`config.mk`:
```
export PLATFORM = sky130hd
export DESIGN_NAME = vctl_acc_arbiter
export DESIGN_NICKNAME = d
export VERILOG_FILES = /design/src/rtl/vctl_acc_pkg.sv /design/src/rtl/vctl_prim_chain.sv /design/src/rtl/vctl_alias_chain.sv /design/src/rtl/vctl_onehot_enc.sv /design/src/rtl/vctl_acc_arbiter.sv
export SDC_FILE = /design/constraint.sdc
export NUM_CORES = 1
export LEC_CHECK = 0
export BUFFER_PORTS_ARGS = -buffer_cell sky130_fd_sc_hd__clkbuf_2
export CAP_MARGIN = 30
export CORE_ASPECT_RATIO = 0.9
export CORE_MARGIN = 1
export CORE_UTILIZATION = 50
export CTS_BUF_LIST = sky130_fd_sc_hd__clkbuf_8
export CTS_CLUSTER_SIZE = 12
export DETAILED_ROUTE_END_ITERATION = 6
export GPL_ROUTABILITY_DRIVEN = 0
export MAX_ROUTING_LAYER = met4
export PLACE_DENSITY = 0.81
export SLEW_MARGIN = 25
export SYNTH_ARGS = -nofsm -noshare
export SYNTH_HDL_FRONTEND = slang
export SYNTH_HIERARCHICAL = 1
export SYNTH_SLANG_ARGS = --single-unit
```
`constraint.sdc`:
```
create_clock -name clk -period 0.8 [get_ports clk]
set_input_delay 0.16 -clock clk [delete_from_list [all_inputs] [get_ports clk]]
set_output_delay 0.16 -clock clk [all_outputs]
set_load 0.01 [all_outputs]
```
`src/rtl/vctl_acc_pkg.sv`:
```
package vctl_acc_pkg;

    typedef enum logic [2:0] {
        RES_UNDEF     = 3'd0,
        RES_TRAP      = 3'd1,
        RES_REDIR_REG = 3'd2,
        RES_REDIR_MEM = 3'd3,
        RES_ALLOW     = 3'd4
    } res_kind_e;

    typedef struct packed {
        res_kind_e   kind;
        logic [1:0]  lvl;
        logic [5:0]  ec;
    } verdict_t;

    typedef struct packed {
        logic        vld;
        logic        undef;
        logic        trap;
        logic        rreg;
        logic        rmem;
        logic        allow;
        logic [1:0]  lvl;
        logic [5:0]  ec;
    } res_state_t;

    localparam logic [1:0] LVL_USR = 2'd0;
    localparam logic [1:0] LVL_OS  = 2'd1;
    localparam logic [1:0] LVL_HYP = 2'd2;
    localparam logic [1:0] LVL_MON = 2'd3;

    function automatic verdict_t mk_verdict(res_kind_e kind, logic [1:0] lvl, logic [5:0] ec);
        verdict_t v;
        v.kind = kind;
        v.lvl  = lvl;
        v.ec   = ec;
        return v;
    endfunction

    function automatic logic halt_blocks(logic prio, logic halted, logic el3_impl,
                                         logic sdd, logic l3_en);
        return prio && halted && el3_impl && sdd && !l3_en;
    endfunction

endpackage

```
`src/rtl/vctl_prim_chain.sv`:
```
module vctl_prim_chain
    import vctl_acc_pkg::*;
#(
    parameter bit         HALT_PRIO = 1'b1,
    parameter logic [5:0] EC_VEC    = 6'h19
) (
    input  logic [1:0] lvl_i,
    input  logic       el2_en_i,
    input  logic       el3_impl_i,
    input  logic       host_i,
    input  logic [2:0] nest_i,
    input  logic       l1_en0_i,
    input  logic       l2_en0_i,
    input  logic       l2_tz_i,
    input  logic       l3_en_i,
    input  logic       halted_i,
    input  logic       sdd_i,
    output verdict_t   v_o
);
    logic early_undef;
    logic l2_block;
    logic l3_block;
    verdict_t l3_verdict;

    assign early_undef = halt_blocks(HALT_PRIO, halted_i, el3_impl_i, sdd_i, l3_en_i);
    assign l2_block    = host_i ? !l2_en0_i : l2_tz_i;
    assign l3_block    = el3_impl_i && !l3_en_i;
    assign l3_verdict  = (halted_i && sdd_i) ? mk_verdict(RES_UNDEF, 2'd0, 6'd0)
                                             : mk_verdict(RES_TRAP, LVL_MON, EC_VEC);

    always_comb begin
        v_o = mk_verdict(RES_ALLOW, 2'd0, 6'd0);
        unique case (lvl_i)
            LVL_USR: v_o = mk_verdict(RES_UNDEF, 2'd0, 6'd0);
            LVL_OS: begin
                if (early_undef)                       v_o = mk_verdict(RES_UNDEF, 2'd0, 6'd0);
                else if (!l1_en0_i)                    v_o = mk_verdict(RES_TRAP, LVL_OS, EC_VEC);
                else if (el2_en_i && l2_block)         v_o = mk_verdict(RES_TRAP, LVL_HYP, EC_VEC);
                else if (l3_block)                     v_o = l3_verdict;
                else if (el2_en_i && nest_i == 3'b111) v_o = mk_verdict(RES_REDIR_MEM, 2'd0, 6'd0);
                else                                   v_o = mk_verdict(RES_ALLOW, 2'd0, 6'd0);
            end
            LVL_HYP: begin
                if (early_undef)      v_o = mk_verdict(RES_UNDEF, 2'd0, 6'd0);
                else if (l2_block)    v_o = mk_verdict(RES_TRAP, LVL_HYP, EC_VEC);
                else if (l3_block)    v_o = l3_verdict;
                else if (host_i)      v_o = mk_verdict(RES_REDIR_REG, 2'd0, 6'd0);
                else                  v_o = mk_verdict(RES_ALLOW, 2'd0, 6'd0);
            end
            LVL_MON: begin
                if (!l3_en_i) v_o = mk_verdict(RES_TRAP, LVL_MON, EC_VEC);
                else          v_o = mk_verdict(RES_ALLOW, 2'd0, 6'd0);
            end
            default: v_o = mk_verdict(RES_UNDEF, 2'd0, 6'd0);
        endcase
    end
endmodule

```
`src/rtl/vctl_alias_chain.sv`:
```
module vctl_alias_chain
    import vctl_acc_pkg::*;
#(
    parameter bit         HALT_PRIO = 1'b1,
    parameter logic [5:0] EC_VEC    = 6'h19,
    parameter logic [5:0] EC_NEST   = 6'h18
) (
    input  logic [1:0] lvl_i,
    input  logic       el2_en_i,
    input  logic       el3_impl_i,
    input  logic       el2_a64_i,
    input  logic       host_i,
    input  logic [2:0] nest_i,
    input  logic       l2_en0_i,
    input  logic       l3_en_i,
    input  logic       halted_i,
    input  logic       sdd_i,
    output verdict_t   v_o
);
    logic early_undef;
    logic mon_ok;

    assign early_undef = halt_blocks(HALT_PRIO, halted_i, el3_impl_i, sdd_i, l3_en_i);
    assign mon_ok      = el2_en_i && el2_a64_i && host_i;

    always_comb begin
        v_o = mk_verdict(RES_UNDEF, 2'd0, 6'd0);
        unique case (lvl_i)
            LVL_USR: v_o = mk_verdict(RES_UNDEF, 2'd0, 6'd0);
            LVL_OS: begin
                if (el2_en_i && nest_i == 3'b101)  v_o = mk_verdict(RES_REDIR_MEM, 2'd0, 6'd0);
                else if (el2_en_i && nest_i[0])    v_o = mk_verdict(RES_TRAP, LVL_HYP, EC_NEST);
                else                               v_o = mk_verdict(RES_UNDEF, 2'd0, 6'd0);
            end
            LVL_HYP: begin
                if (!host_i)                       v_o = mk_verdict(RES_UNDEF, 2'd0, 6'd0);
                else if (early_undef)              v_o = mk_verdict(RES_UNDEF, 2'd0, 6'd0);
                else if (!l2_en0_i)                v_o = mk_verdict(RES_TRAP, LVL_HYP, EC_VEC);
                else if (el3_impl_i && !l3_en_i)
                    v_o = (halted_i && sdd_i) ? mk_verdict(RES_UNDEF, 2'd0, 6'd0)
                                              : mk_verdict(RES_TRAP, LVL_MON, EC_VEC);
                else                               v_o = mk_verdict(RES_ALLOW, 2'd0, 6'd0);
            end
            LVL_MON: begin
                if (!mon_ok)        v_o = mk_verdict(RES_UNDEF, 2'd0, 6'd0);
                else if (!l3_en_i)  v_o = mk_verdict(RES_TRAP, LVL_MON, EC_VEC);
                else                v_o = mk_verdict(RES_ALLOW, 2'd0, 6'd0);
            end
            default: v_o = mk_verdict(RES_UNDEF, 2'd0, 6'd0);
        endcase
    end
endmodule

```
`src/rtl/vctl_onehot_enc.sv`:
```
module vctl_onehot_enc
    import vctl_acc_pkg::*;
(
    input  verdict_t   v_i,
    output logic [4:0] flags_o
);
    localparam int NKIND = 5;

    for (genvar k = 0; k < NKIND; k++) begin : g_flag
        assign flags_o[k] = (v_i.kind == res_kind_e'(k));
    end
endmodule

```
`src/rtl/vctl_acc_arbiter.sv`:
```
module vctl_acc_arbiter
    import vctl_acc_pkg::*;
#(
    parameter bit          HALT_PRIO = 1'b1,
    parameter int          OFF_W     = 12,
    parameter logic [11:0] MEM_OFF   = 12'h1E0,
    parameter logic [5:0]  EC_VEC    = 6'h19,
    parameter logic [5:0]  EC_NEST   = 6'h18
) (
    input  logic             clk,
    input  logic             rst_n,
    input  logic             acc_vld_i,
    input  logic [1:0]       cur_lvl_i,
    input  logic             alias_sel_i,
    input  logic             el2_en_i,
    input  logic             el3_impl_i,
    input  logic             el2_a64_i,
    input  logic             host_mode_i,
    input  logic [2:0]       nest_i,
    input  logic [1:0]       l1_en_i,
    input  logic [1:0]       l2_en_i,
    input  logic             l2_tz_i,
    input  logic             l3_en_i,
    input  logic             halted_i,
    input  logic             sec_dbg_dis_i,
    output logic             res_vld_o,
    output logic             undef_o,
    output logic             trap_o,
    output logic [1:0]       trap_lvl_o,
    output logic [5:0]       trap_ec_o,
    output logic             redir_reg_o,
    output logic             redir_mem_o,
    output logic [OFF_W-1:0] mem_off_o,
    output logic             allow_o
);
    localparam logic [OFF_W-1:0] OFF_VAL = OFF_W'(MEM_OFF);

    verdict_t   prim_v;
    verdict_t   alias_v;
    verdict_t   sel_v;
    logic [4:0] flags;
    res_state_t st_d;
    res_state_t st_q;
    logic       unused_hi;

    assign unused_hi = l1_en_i[1] ^ l2_en_i[1];

    vctl_prim_chain #(.HALT_PRIO(HALT_PRIO), .EC_VEC(EC_VEC)) u_prim (
        .lvl_i      (cur_lvl_i),
        .el2_en_i   (el2_en_i),
        .el3_impl_i (el3_impl_i),
        .host_i     (host_mode_i),
        .nest_i     (nest_i),
        .l1_en0_i   (l1_en_i[0]),
        .l2_en0_i   (l2_en_i[0]),
        .l2_tz_i    (l2_tz_i),
        .l3_en_i    (l3_en_i),
        .halted_i   (halted_i),
        .sdd_i      (sec_dbg_dis_i),
        .v_o        (prim_v)
    );

    vctl_alias_chain #(.HALT_PRIO(HALT_PRIO), .EC_VEC(EC_VEC), .EC_NEST(EC_NEST)) u_alias (
        .lvl_i      (cur_lvl_i),
        .el2_en_i   (el2_en_i),
        .el3_impl_i (el3_impl_i),
        .el2_a64_i  (el2_a64_i),
        .host_i     (host_mode_i),
        .nest_i     (nest_i),
        .l2_en0_i   (l2_en_i[0]),
        .l3_en_i    (l3_en_i),
        .halted_i   (halted_i),
        .sdd_i      (sec_dbg_dis_i),
        .v_o        (alias_v)
    );

    assign sel_v = alias_sel_i ? alias_v : prim_v;

    vctl_onehot_enc u_enc (
        .v_i     (sel_v),
        .flags_o (flags)
    );

    always_comb begin
        st_d = '0;
        if (acc_vld_i) begin
            st_d.vld   = 1'b1;
            st_d.undef = flags[RES_UNDEF];
            st_d.trap  = flags[RES_TRAP];
            st_d.rreg  = flags[RES_REDIR_REG];
            st_d.rmem  = flags[RES_REDIR_MEM];
            st_d.allow = flags[RES_ALLOW];
            if (flags[RES_TRAP]) begin
                st_d.lvl = sel_v.lvl;
                st_d.ec  = sel_v.ec;
            end
        end
    end

    always_ff @(posedge clk or negedge rst_n) begin
        if (!rst_n) st_q <= '0;
        else        st_q <= st_d;
    end

    assign res_vld_o   = st_q.vld;
    assign undef_o     = st_q.undef;
    assign trap_o      = st_q.trap;
    assign trap_lvl_o  = st_q.lvl;
    assign trap_ec_o   = st_q.ec;
    assign redir_reg_o = st_q.rreg;
    assign redir_mem_o = st_q.rmem;
    assign mem_off_o   = st_q.rmem ? OFF_VAL : '0;
    assign allow_o     = st_q.allow;
endmodule

```
# Word level (Yosys, flattened, before mapping)
# Cells that the tools add are included.
# totals
wordCells	57
register_bits	14
input_bits	21
# classes
reduce_logical	15
mux	25
eq_ne	9
# ops
op	n
2-to-1 mux 11 bit	17
one-hot mux 11 bit (4 select lines)	2
2-to-1 mux 9 bit	3
2-to-1 mux 14 bit	1
logical AND 1 bit	11
equality test 3 bit (second input constant)	3
2-to-1 mux 8 bit	1
equality test 3 x 2 -> 1 bit (second input constant)	2
equality test 2 bit (second input constant)	2
equality test 3 x 1 -> 1 bit (second input constant)	1
logical NOT 3 bit	1
equality test 2 x 1 -> 1 bit (second input constant)	1
logical NOT 1 bit	2
logical NOT 2 bit	1
2-to-1 mux 1 bit	1

# Depth between registers and ports, before layout
# Gate-level depths: netlist (run 1).
# logic_depth
word_depth	12
ltp_mapped	8
ltp_nobuf	8

# By module
# Netlist (run 1), hierarchy kept.
# modules_own_cells
mod	seq_area_each_um2	area_per_inst_um2	n_inst	cells_each
vctl_acc_arbiter	350.3	688.2	1	53
vctl_prim_chain	0.0	315.3	1	40
vctl_alias_chain	0.0	181.4	1	27
vctl_onehot_enc	0.0	37.5	1	5

# Worst setup path after synthesis (run 1)
# OpenSTA, ideal clock, no wires.
# synth_timing
path_kind	input-to-reg
from	input port l3_en_i
to	register st_q (netlist bit trap_ec_o[0])
t_required_ps	673
arrival_ps	1424
stages	8
path_slack_ps	-752
path_buffers	0
cell_sequence	and2b_4 > a211oi_2 > o31ai_4 > o21ai_2 > mux2_2 > nor3b_1 > nand2_1 > nor2b_1
# synth_rtl
item	line_no	rtl
start, declared	vctl_acc_arbiter.sv:23	input logic l3_en_i,
end signal, assigned	vctl_acc_arbiter.sv:102	else st_q <= st_d;
end, declared	vctl_acc_arbiter.sv:43	res_state_t st_q;

==> qor.yml, run 1 <==
timing:
  period_needed_ns: 1.39
  finalSetupTns_ns: -7.40
  rsz0062_at_grt: "true"
  max_freq_ghz: 0.720
  setup_ws_ns: -0.590
  hold_viol: 0
  finalSetupViolCount: 28
  post-route-period-util: 1.74
  slew_viol_final: 0
worst_hold_path:
  hold_path_class: "in -> reg"
  hold_path_depth: 1
die:
  start_util: 0.545
  die-area_mm2: 0.00265
  die_h_um: 48.9
  rows: 16
  design.portCount: 47
  dieWidth_um: 54.1
  coreArea_mm2: 0.00224
logic_synthesis:
  yosysSeqAreaShare: 0.287
  postSynthCellCount: 125
  synth.avg_cell_area_um2: 9.78
  yosysWarnings: 6
  yosysUniqueCellTypes: 43
  netlist_area_mm2: 0.00122
  ys_seq_elements: 14
critical_path:
  critical_path.max_stage_delay_ns: 0.38
  worst_path_max_delay_cell: "a2111o_1"
  critical_path.top_delay_family: "compound AO/OA/AOI/OAI gates"
  path_cells: "buf_8 -> and4b_1 -> a2111o_1 -> buf_4 -> buf_4 -> o211ai_1 -> mux2_4 -> nor2b_1"
  cpMostUsedCell: "buf_4"
  critPathLaunchType: "input pin"
  required_ns: 0.97
  worst-setup-path-type: "in -> reg"
  cp_num_cells: 8
  cp_max_fo: 5
  endpoint_kind: "register"
  critPathBufInv: 3
  cp_data_arrival_time_ns: 1.56
grt:
  track_usage: 0.207
  grt_max_degree: 15
  grt_pass1_wl_um: 4050
  grt_overflow_total: 0
  antenna_found_initial: 0
  grt_pass1_vias: 1018
layout:
  final_cell_mix: "buf_4, clkbuf_2, conb_1"
  layout_commonest_cell: "buf_4"
  fin_nets: 204
  drive_gt1_frac: 0.560
  num_antenna_cells: 0
  areaGrowthSynthToFinish_pct: 39.0
route:
  post_drt_wl_per_cell_um: 12.0
  drcViolationCount: 0
  routed.top_layer: "met4"
  wl_met1_um: 933
  met2RoutedLength_um: 1420
  antenna_left: 0
  first_pass_iters: 4
  vias: 1052
  post_drt_via_cell_ratio: 5.03
  dr_wl_met3_um: 136
  routed_wl_um: 2500
  first_iter_violations: 20
place:
  port_buffers: 36
  post-place-ws_ns: -0.909
  place_hpwl_um: 1990
pwr:
  internal_power_mw: 1.50
  p_seq_frac: 0.366
  p_clk_frac: 0.324
  leakage_nw: 0.875
  powerDensity_mw_per_mm2: 1190
  swShare: 0.258
  switching_power_mw: 0.521
  vdd_drop_max_mv: 1.20
  power_frac_comb: 0.309
  finalPower_mw: 2.02
status:
  violations: "setup timing"
  status: "finished with violations"
clocking:
  h-tree-depth: 1
  clockRootBuffer: "clkbuf_8"
  cts_max_path_buffers: 2
  cts_buffers: 3
  clk_pin_slew_ns: 0.05
  cts_tree: "done"
  numClockSinks: 14
job:
  drv_cap: 0
[routing by layer]
layer,vias to the layer above,global-route usage
li1,521,-
met1,484,0.225
met2,45,0.378
met3,2,0.00935
met4,0,0.0769
met5,-,-
[state kept, by name, summed over array words and instances, names as in the netlist]
signal / count
trap_ec_o: 6
trap_lvl_o: 2
allow_o: 1
redir_mem_o: 1
redir_reg_o: 1
res_vld_o: 1
trap_o: 1
undef_o: 1
[synth_stat cells]
library cell,instances,share of area
buf_4,22,0.14
dfrtp_1,14,0.29
nor2b_1,8,0.041
mux2_4,7,0.086
nand2_1,7,0.021
and2_1,4,0.020
inv_1,4,0.012
mux2_2,4,0.037
nor2_1,4,0.012
nor3b_1,4,0.025
o21ai_2,4,0.029
conb_1,3,0.0092
nand2b_1,3,0.015
nand4_1,3,0.015
a21oi_1,2,0.0082
and2b_1,2,0.012
and4b_1,2,0.016
nand2b_2,2,0.014
o21ai_0,2,0.0082
a2111o_1,1,0.0092
a211o_1,1,0.0072
a211oi_2,1,0.010
a21boi_0,1,0.0061
a21boi_4,1,0.015
a21oi_2,1,0.0072
a31oi_1,1,0.0051
and2b_4,1,0.0082
and3b_2,1,0.0082
and4_2,1,0.0082
buf_6,1,0.0092
nand2b_4,1,0.011
nand3_1,1,0.0041
nand4b_1,1,0.0072
nor3_1,1,0.0041
o2111ai_1,1,0.0072
o211ai_1,1,0.0061
o21a_1,1,0.0061
o21ai_1,1,0.0041
o221ai_1,1,0.0072
o2bb2ai_1,1,0.0072
o31ai_1,1,0.0061
o31ai_4,1,0.017
o41ai_2,1,0.013
[through the flow]
step | instance area [um^2] | util | instances | hold slack [ns]
after global placement | 1500 | 0.669 | 200 | 0.0565
after CTS | 1620 | 0.720 | 207 | 0.0988
after floorplan | 1280 | - | 136 | -0.136
after global routing | 1700 | 0.758 | 209 | 0.115
after detailed placement | 1500 | 0.669 | 200 | 0.0686
final | 1700 | 0.758 | 209 | 0.107
[power groups by stage]
stage,Clock (mW),Combinational [mW],Sequential [mW]
CTS,0.672,0.593,0.741
finish,0.656,0.626,0.741
detailed placement,0,0.557,0.754
global route,0.697,0.680,0.745
global placement,0,0.540,0.752
floorplan,0,0.369,0.768
[timing repair]
item | in CTS | in global routing
buffers inserted | 2 | 2
pin swaps | 3 | 11
setup endpoints to repair | 28 | 28
resized for setup | 8 | 28
hold buffers | 1 | 0
endpoints found under the hold margin | 14 | 0
[final timing paths]
check	to	startpoint	slack, ns
worst max-delay path	trap_lvl_o[1]$_DFF_PN0_	el3_impl_i	-0.59
max in group asynchronous	redir_mem_o$_DFF_PN0_	rst_n	0.19
worst min-delay path	res_vld_o$_DFF_PN0_	acc_vld_i	0.11
min in group asynchronous	trap_lvl_o[0]$_DFF_PN0_	rst_n	0.35
[logic make-up after synthesis]
group / share of synthesized area
DFF: 0.287
AOI/OAI and AO/OA: 0.180
and+or+nand+nor: 0.245
muxes: 0.123
buffers and inverters: 0.157
other: 0.00921
[final cells by class]
cell class / instances / area, um^2
Inverter: 4 / 15.0
Tap cell: 27 / 33.8
Sequential cell: 14 / 352
Multi-Input combinational cell: 95 / 779
Clock buffer: 4 / 55.1
Timing Repair Buffer: 65 / 464
Fill cell: 162 / 543
No activity file was read; power rests on OpenSTA's default activity.
==> run 2, diff against run 1 <==
CTS_CLUSTER_SIZE = 8   (was 12)
clock period = 1.3 ns   (was 0.8 ns; I/O delays follow)
==> qor.yml, run 2 (synthesis gave the netlist of run 1 again) <==
grt:
  grt_overflow_total: 0  # unchanged
  grt_pass1_vias: 1018  # unchanged
  grt_max_degree: 15  # unchanged
  track_usage: 0.207  # unchanged
  grt_pass1_wl_um: 4050  # unchanged
  antenna_found_initial: 0  # unchanged
critical_path:
  required_ns: 1.47  # was 0.97 ns
  cp_data_arrival_time_ns: 1.66  # was 1.56 ns
  cp_max_fo: 5  # unchanged
  endpoint_kind: "register"  # unchanged
  worst_path_max_delay_cell: "a2111o_1"  # unchanged
  cpMostUsedCell: "buf_4"  # unchanged
  critPathLaunchType: "input pin"  # unchanged
  critical_path.max_stage_delay_ns: 0.38  # about the same
  worst-setup-path-type: "in -> reg"  # unchanged
  path_cells: "buf_8 -> and4b_1 -> a2111o_1 -> buf_4 -> buf_4 -> o211ai_1 -> mux2_4 -> nor2b_1"  # unchanged
route:
  post_drt_via_cell_ratio: 5.03  # about the same
  routed_wl_um: 2490  # was 2500 um
  post_drt_wl_per_cell_um: 11.9  # was 12.0 um
  vias: 1051  # was 1052
  first_iter_violations: 20  # unchanged
  drcViolationCount: 0  # unchanged
  antenna_left: 0  # unchanged
  first_pass_iters: 4  # unchanged
worst_hold_path:
  hold_path_class: "in -> reg"  # unchanged
clocking:
  clockRootBuffer: "clkbuf_8"  # unchanged
  cts_buffers: 3  # unchanged
  cts_max_path_buffers: 2  # unchanged
  numClockSinks: 14  # unchanged
  cts_tree: "done"  # unchanged
  h-tree-depth: 1  # unchanged
  clk_pin_slew_ns: 0.05  # about the same
die:
  start_util: 0.545  # unchanged
  design.portCount: 47  # unchanged
  die_h_um: 48.9  # unchanged
  dieWidth_um: 54.1  # unchanged
  die-area_mm2: 0.00265  # unchanged
  rows: 16  # unchanged
  coreArea_mm2: 0.00224  # unchanged
timing:
  rsz0062_at_grt: "true"  # unchanged
  finalSetupViolCount: 10  # was 28
  hold_viol: 0  # unchanged
  post-route-period-util: 1.15
  whs_ns: 0.206  # was 0.107 ns
  slew_viol_final: 0  # unchanged
  period_needed_ns: 1.49
  max_freq_ghz: 0.671
  setup_ws_ns: -0.190  # was -0.590 ns
layout:
  areaGrowthSynthToFinish_pct: 36.3  # was 39.0%
  layout_commonest_cell: "clkbuf_2"  # was buf_4
  drive_gt1_frac: 0.555  # was 0.560
  fin_nets: 204  # unchanged
  num_antenna_cells: 0  # unchanged
  design_area_mm2: 0.00167  # was 0.00170 mm^2
  largest_reg_flops: 6  # unchanged
  final_cell_mix: "clkbuf_2, buf_4, conb_1, dfrtp_1, mux2_4"  # was buf_4, clkbuf_2, conb_1
  fin_util: 0.743  # was 0.758
pwr:
  finalPower_mw: 1.24  # was 2.02 mW
  leakage_nw: 0.868  # was 0.875 nW
  vdd_drop_max_mv: 0.731  # was 1.20 mV
  powerDensity_mw_per_mm2: 746  # was 1190 mW/mm^2
place:
  post-place-ws_ns: -0.509  # was -0.909 ns
  place_hpwl_um: 1990  # unchanged
  port_buffers: 36  # unchanged
  dpl_cell_area_mm2: 0.00150  # unchanged
status:
  violations: "setup timing"  # unchanged
  status: "finished with violations"  # unchanged
job:
  drv_cap: 0  # unchanged
## run 2: cell count changes in the layout (fill, tap and decap cells not counted)
cell,before,now
clkbuf_2,26,32
dfrtp_1,13,14
buf_6,7,2
buf_2,1,0
dfrtp_2,1,0
## run 2: worst paths after layout
path,startpoint,end,slack [ns],depth (start not counted)
setup / recovery,el3_impl_i,trap_lvl_o[1]$_DFF_PN0_,-0.19,8
hold / removal,acc_vld_i,res_vld_o$_DFF_PN0_,0.21,1
max in group asynchronous,rst_n,allow_o$_DFF_PN0_,0.61,2
min in group asynchronous,rst_n,trap_lvl_o[0]$_DFF_PN0_,0.45,2
## run 2: final cells by class
| class | instances | area, um^2 |
|---|---|---|
| multi-input cells | 95 | 779 |
| fillers | 163 | 576 |
| inverters | 4 | 15.0 |
| flip-flops and latches | 14 | 350 |
| repair buffers | 65 | 433 |
| clock buffers | 4 | 55.1 |
| well taps | 27 | 33.8 |
## run 2: worst max-delay path: cells and delay by family
kind | cells | cell delay (ns)
compound gates | 2 | 0.52
buf+inv | 3 | 0.37
simple gates | 2 | 0.31
mux | 1 | 0.19
## run 2: repair_timing
action / CTS / global route
pin swaps: 3 / 11
buffers inserted: 2 / 2
setup endpoints to repair: 10 / 10
gates cloned: 0 / 0
hold buffers: 1 / 0
gates resized for setup: 8 / 16
endpoints found under the hold margin: 14 / 0
## run 2: where the power goes
group / switching (mW) / leakage (nW) / internal [mW]
Clock: 0.135 / 0.0288 / 0.267
Sequential: 0.00395 / 0.190 / 0.452
Combinational: 0.180 / 0.649 / 0.204
## run 2: layer usage
layer  track usage  part of all wire  vias up
met4        0.0769            0.0040        0
met2         0.378              0.57       45
met3       0.00935             0.053        2
met5             -                 0        -
li1              -                 -      521
met1         0.225              0.38      483
## run 2: per-stage QoR
stage / setup TNS, ns / std cells
global route: -2.20 / 209
finish: -1.54 / 209
global placement: -3.72 / 200
CTS: -1.61 / 207
floorplan: -2.63 / 136
detailed placement: -4.37 / 200
==> run 3, diff against run 2 <==
ABC_AREA = 1   (was unset)
==> qor.yml, run 3 <==
status:
  status: "finished with violations"  # unchanged
  violations: "setup timing"  # unchanged
route:
  met2RoutedLength_um: 2050  # was 1410 um
  antenna_left: 0  # unchanged
  first_pass_iters: 4  # unchanged
  routed.top_layer: "met4"  # unchanged
  routed_wl_um: 3820  # was 2490 um
  vias: 1439  # was 1051
  post_drt_wl_per_cell_um: 13.0  # was 11.9 um
  drcViolationCount: 0  # unchanged
  first_iter_violations: 43  # was 20
  dr_wl_met3_um: 223  # was 133 um
  wl_met1_um: 1380  # was 939 um
  post_drt_via_cell_ratio: 4.89  # was 5.03
timing:
  hold_viol: 0  # unchanged
  finalSetupTns_ns: -0.0386  # was -1.54 ns
  slew_viol_final: 0  # unchanged
  post-route-period-util: 1.01  # was 1.15
  max_freq_ghz: 0.760  # was 0.671 GHz
  finalSetupViolCount: 6  # was 10
  whs_ns: 0.278  # was 0.206 ns
  period_needed_ns: 1.31  # was 1.49 ns
  setup_ws_ns: -0.0150  # was -0.190 ns
  rsz0062_at_grt: "true"  # unchanged
layout:
  largest_reg_flops: 6  # unchanged
  final_cell_mix: "nand2_1, buf_4, inv_1"  # was clkbuf_2, buf_4, conb_1, dfrtp_1, mux2_4
  multi_input_area_um2: 761  # was 779 um^2
  fill_cells: 147  # was 163
  fin_util: 0.835  # was 0.743
  layout_commonest_cell: "nand2_1"  # was clkbuf_2
  num_antenna_cells: 0  # unchanged
  regArea_um2: 350  # unchanged
  areaGrowthSynthToFinish_pct: 52.3  # was 36.3%
  fin_nets: 289  # was 204
  drive_gt1_frac: 0.491  # was 0.555
logic_synthesis:
  netlist_area_mm2: 0.00123  # was 0.00122 mm^2
  synth.avg_cell_area_um2: 5.99  # was 9.78 um^2
  yosysWarnings: 6  # unchanged
  postSynthCellCount: 205  # was 125
clocking:
  numClockSinks: 14  # unchanged
  cts_tree: "done"  # unchanged
  cts_max_path_buffers: 2  # unchanged
  clk_pin_slew_ns: 0.06  # was 0.05 ns
  h-tree-depth: 1  # unchanged
  clockRootBuffer: "clkbuf_8"  # unchanged
  cts_buffers: 3  # unchanged
critical_path:
  worst-setup-path-type: "in -> reg"  # unchanged
  endpoint_kind: "register"  # unchanged
  critPathLaunchType: "input pin"  # unchanged
  cp_max_fo: 5  # unchanged
  critPathBufInv: 3  # unchanged
  critical_path.top_delay_family: "simple AND/OR/NAND/NOR gates"  # was compound AO/OA/AOI/OAI gates
  worst_path_max_delay_cell: "a21oi_2"  # was a2111o_1
  cp_data_arrival_time_ns: 1.45  # was 1.66 ns
  critical_path.max_stage_delay_ns: 0.15  # was 0.38 ns
  required_ns: 1.43  # was 1.47 ns
  path_cells: "buf_8 -> inv_2 -> nand2_2 -> nor2_4 -> nor2_2 -> a21oi_2 -> nand3_1 -> nand2_1 -> nand2_2 -> inv_2 -> nor2_4 -> nand2_4 -> nor2_2"  # was buf_8 -> and4b_1 -> a2111o_1 -> buf_4 -> buf_4 -> o211ai_1 -> mux2_4 -> nor2b_1
place:
  place_hpwl_um: 2060  # was 1990 um
  port_buffers: 36  # unchanged
  post-place-ws_ns: -0.303  # was -0.509 ns
job:
  drv_cap: 0  # unchanged
pwr:
  leakage_nw: 1.11  # was 0.868 nW
  powerDensity_mw_per_mm2: 717  # was 746 mW/mm^2
  vdd_drop_max_mv: 1.05  # was 0.731 mV
grt:
  track_usage: 0.238  # was 0.207
  grt_pass1_vias: 1146  # was 1018
  grt_pass1_wl_um: 4570  # was 4050 um
  antenna_found_initial: 0  # unchanged
  grt_overflow_total: 0  # unchanged
  grt_max_degree: 15  # unchanged
die:
  dieWidth_um: 54.3  # was 54.1 um
  start_util: 0.548  # was 0.545
  design.portCount: 47  # unchanged
  die-area_mm2: 0.00266  # was 0.00265 mm^2
  rows: 16  # unchanged
  coreArea_mm2: 0.00224  # unchanged
  die_h_um: 49.0  # was 48.9 um
worst_hold_path:
  hold_path_class: "in -> reg"  # unchanged
[run 3: final timing paths]
kind | end | cells after the start | slack (ns) | from
max | trap_ec_o[2]$_DFF_PN0_ | 13 | -0.01 | l3_en_i
min | res_vld_o$_DFF_PN0_ | 1 | 0.28 | acc_vld_i
min in group asynchronous | trap_o$_DFF_PN0_ | 2 | 0.45 | rst_n
max in group asynchronous | trap_lvl_o[0]$_DFF_PN0_ | 2 | 0.60 | rst_n
[run 3: where the power goes]
group	leakage (nW)	internal [mW]	switching, mW
Combinational	0.888	0.202	0.274
Sequential	0.190	0.453	0.00479
Clock	0.0288	0.268	0.141
[run 3: layer usage]
layer,vias up,track usage
met5,-,-
met4,0,0.0256
met3,20,0.0467
met2,82,0.429
met1,643,0.272
li1,694,-
[run 3: what timing repair did]
action                                  CTS  global route
resized for setup                        14            71
pin swaps                                 2            27
cloned                                    1             0
endpoints found under the setup margin   11            13
hold buffers                              1             0
buffers inserted                          1             3
endpoints found under the hold margin    14             0
[run 3: layout make-up]
cell class | instances | area share
inverters | 43 | 0.0916
clock buffers | 4 | 0.0294
well taps | 27 | 0.0180
multi-input cells | 136 | 0.406
repair buffers | 70 | 0.267
flip-flops and latches | 14 | 0.187
[run 3: through the flow]
stage          power, mW  std cells  cell area (um^2)
6_report            1.34        294              1870
5_1_grt             1.42        294              1870
4_1_cts             1.24        291              1660
3_5_place_dp       0.804        284              1530
3_3_place_gp       0.797        284              1530
2_1_floorplan      0.690        216              1280
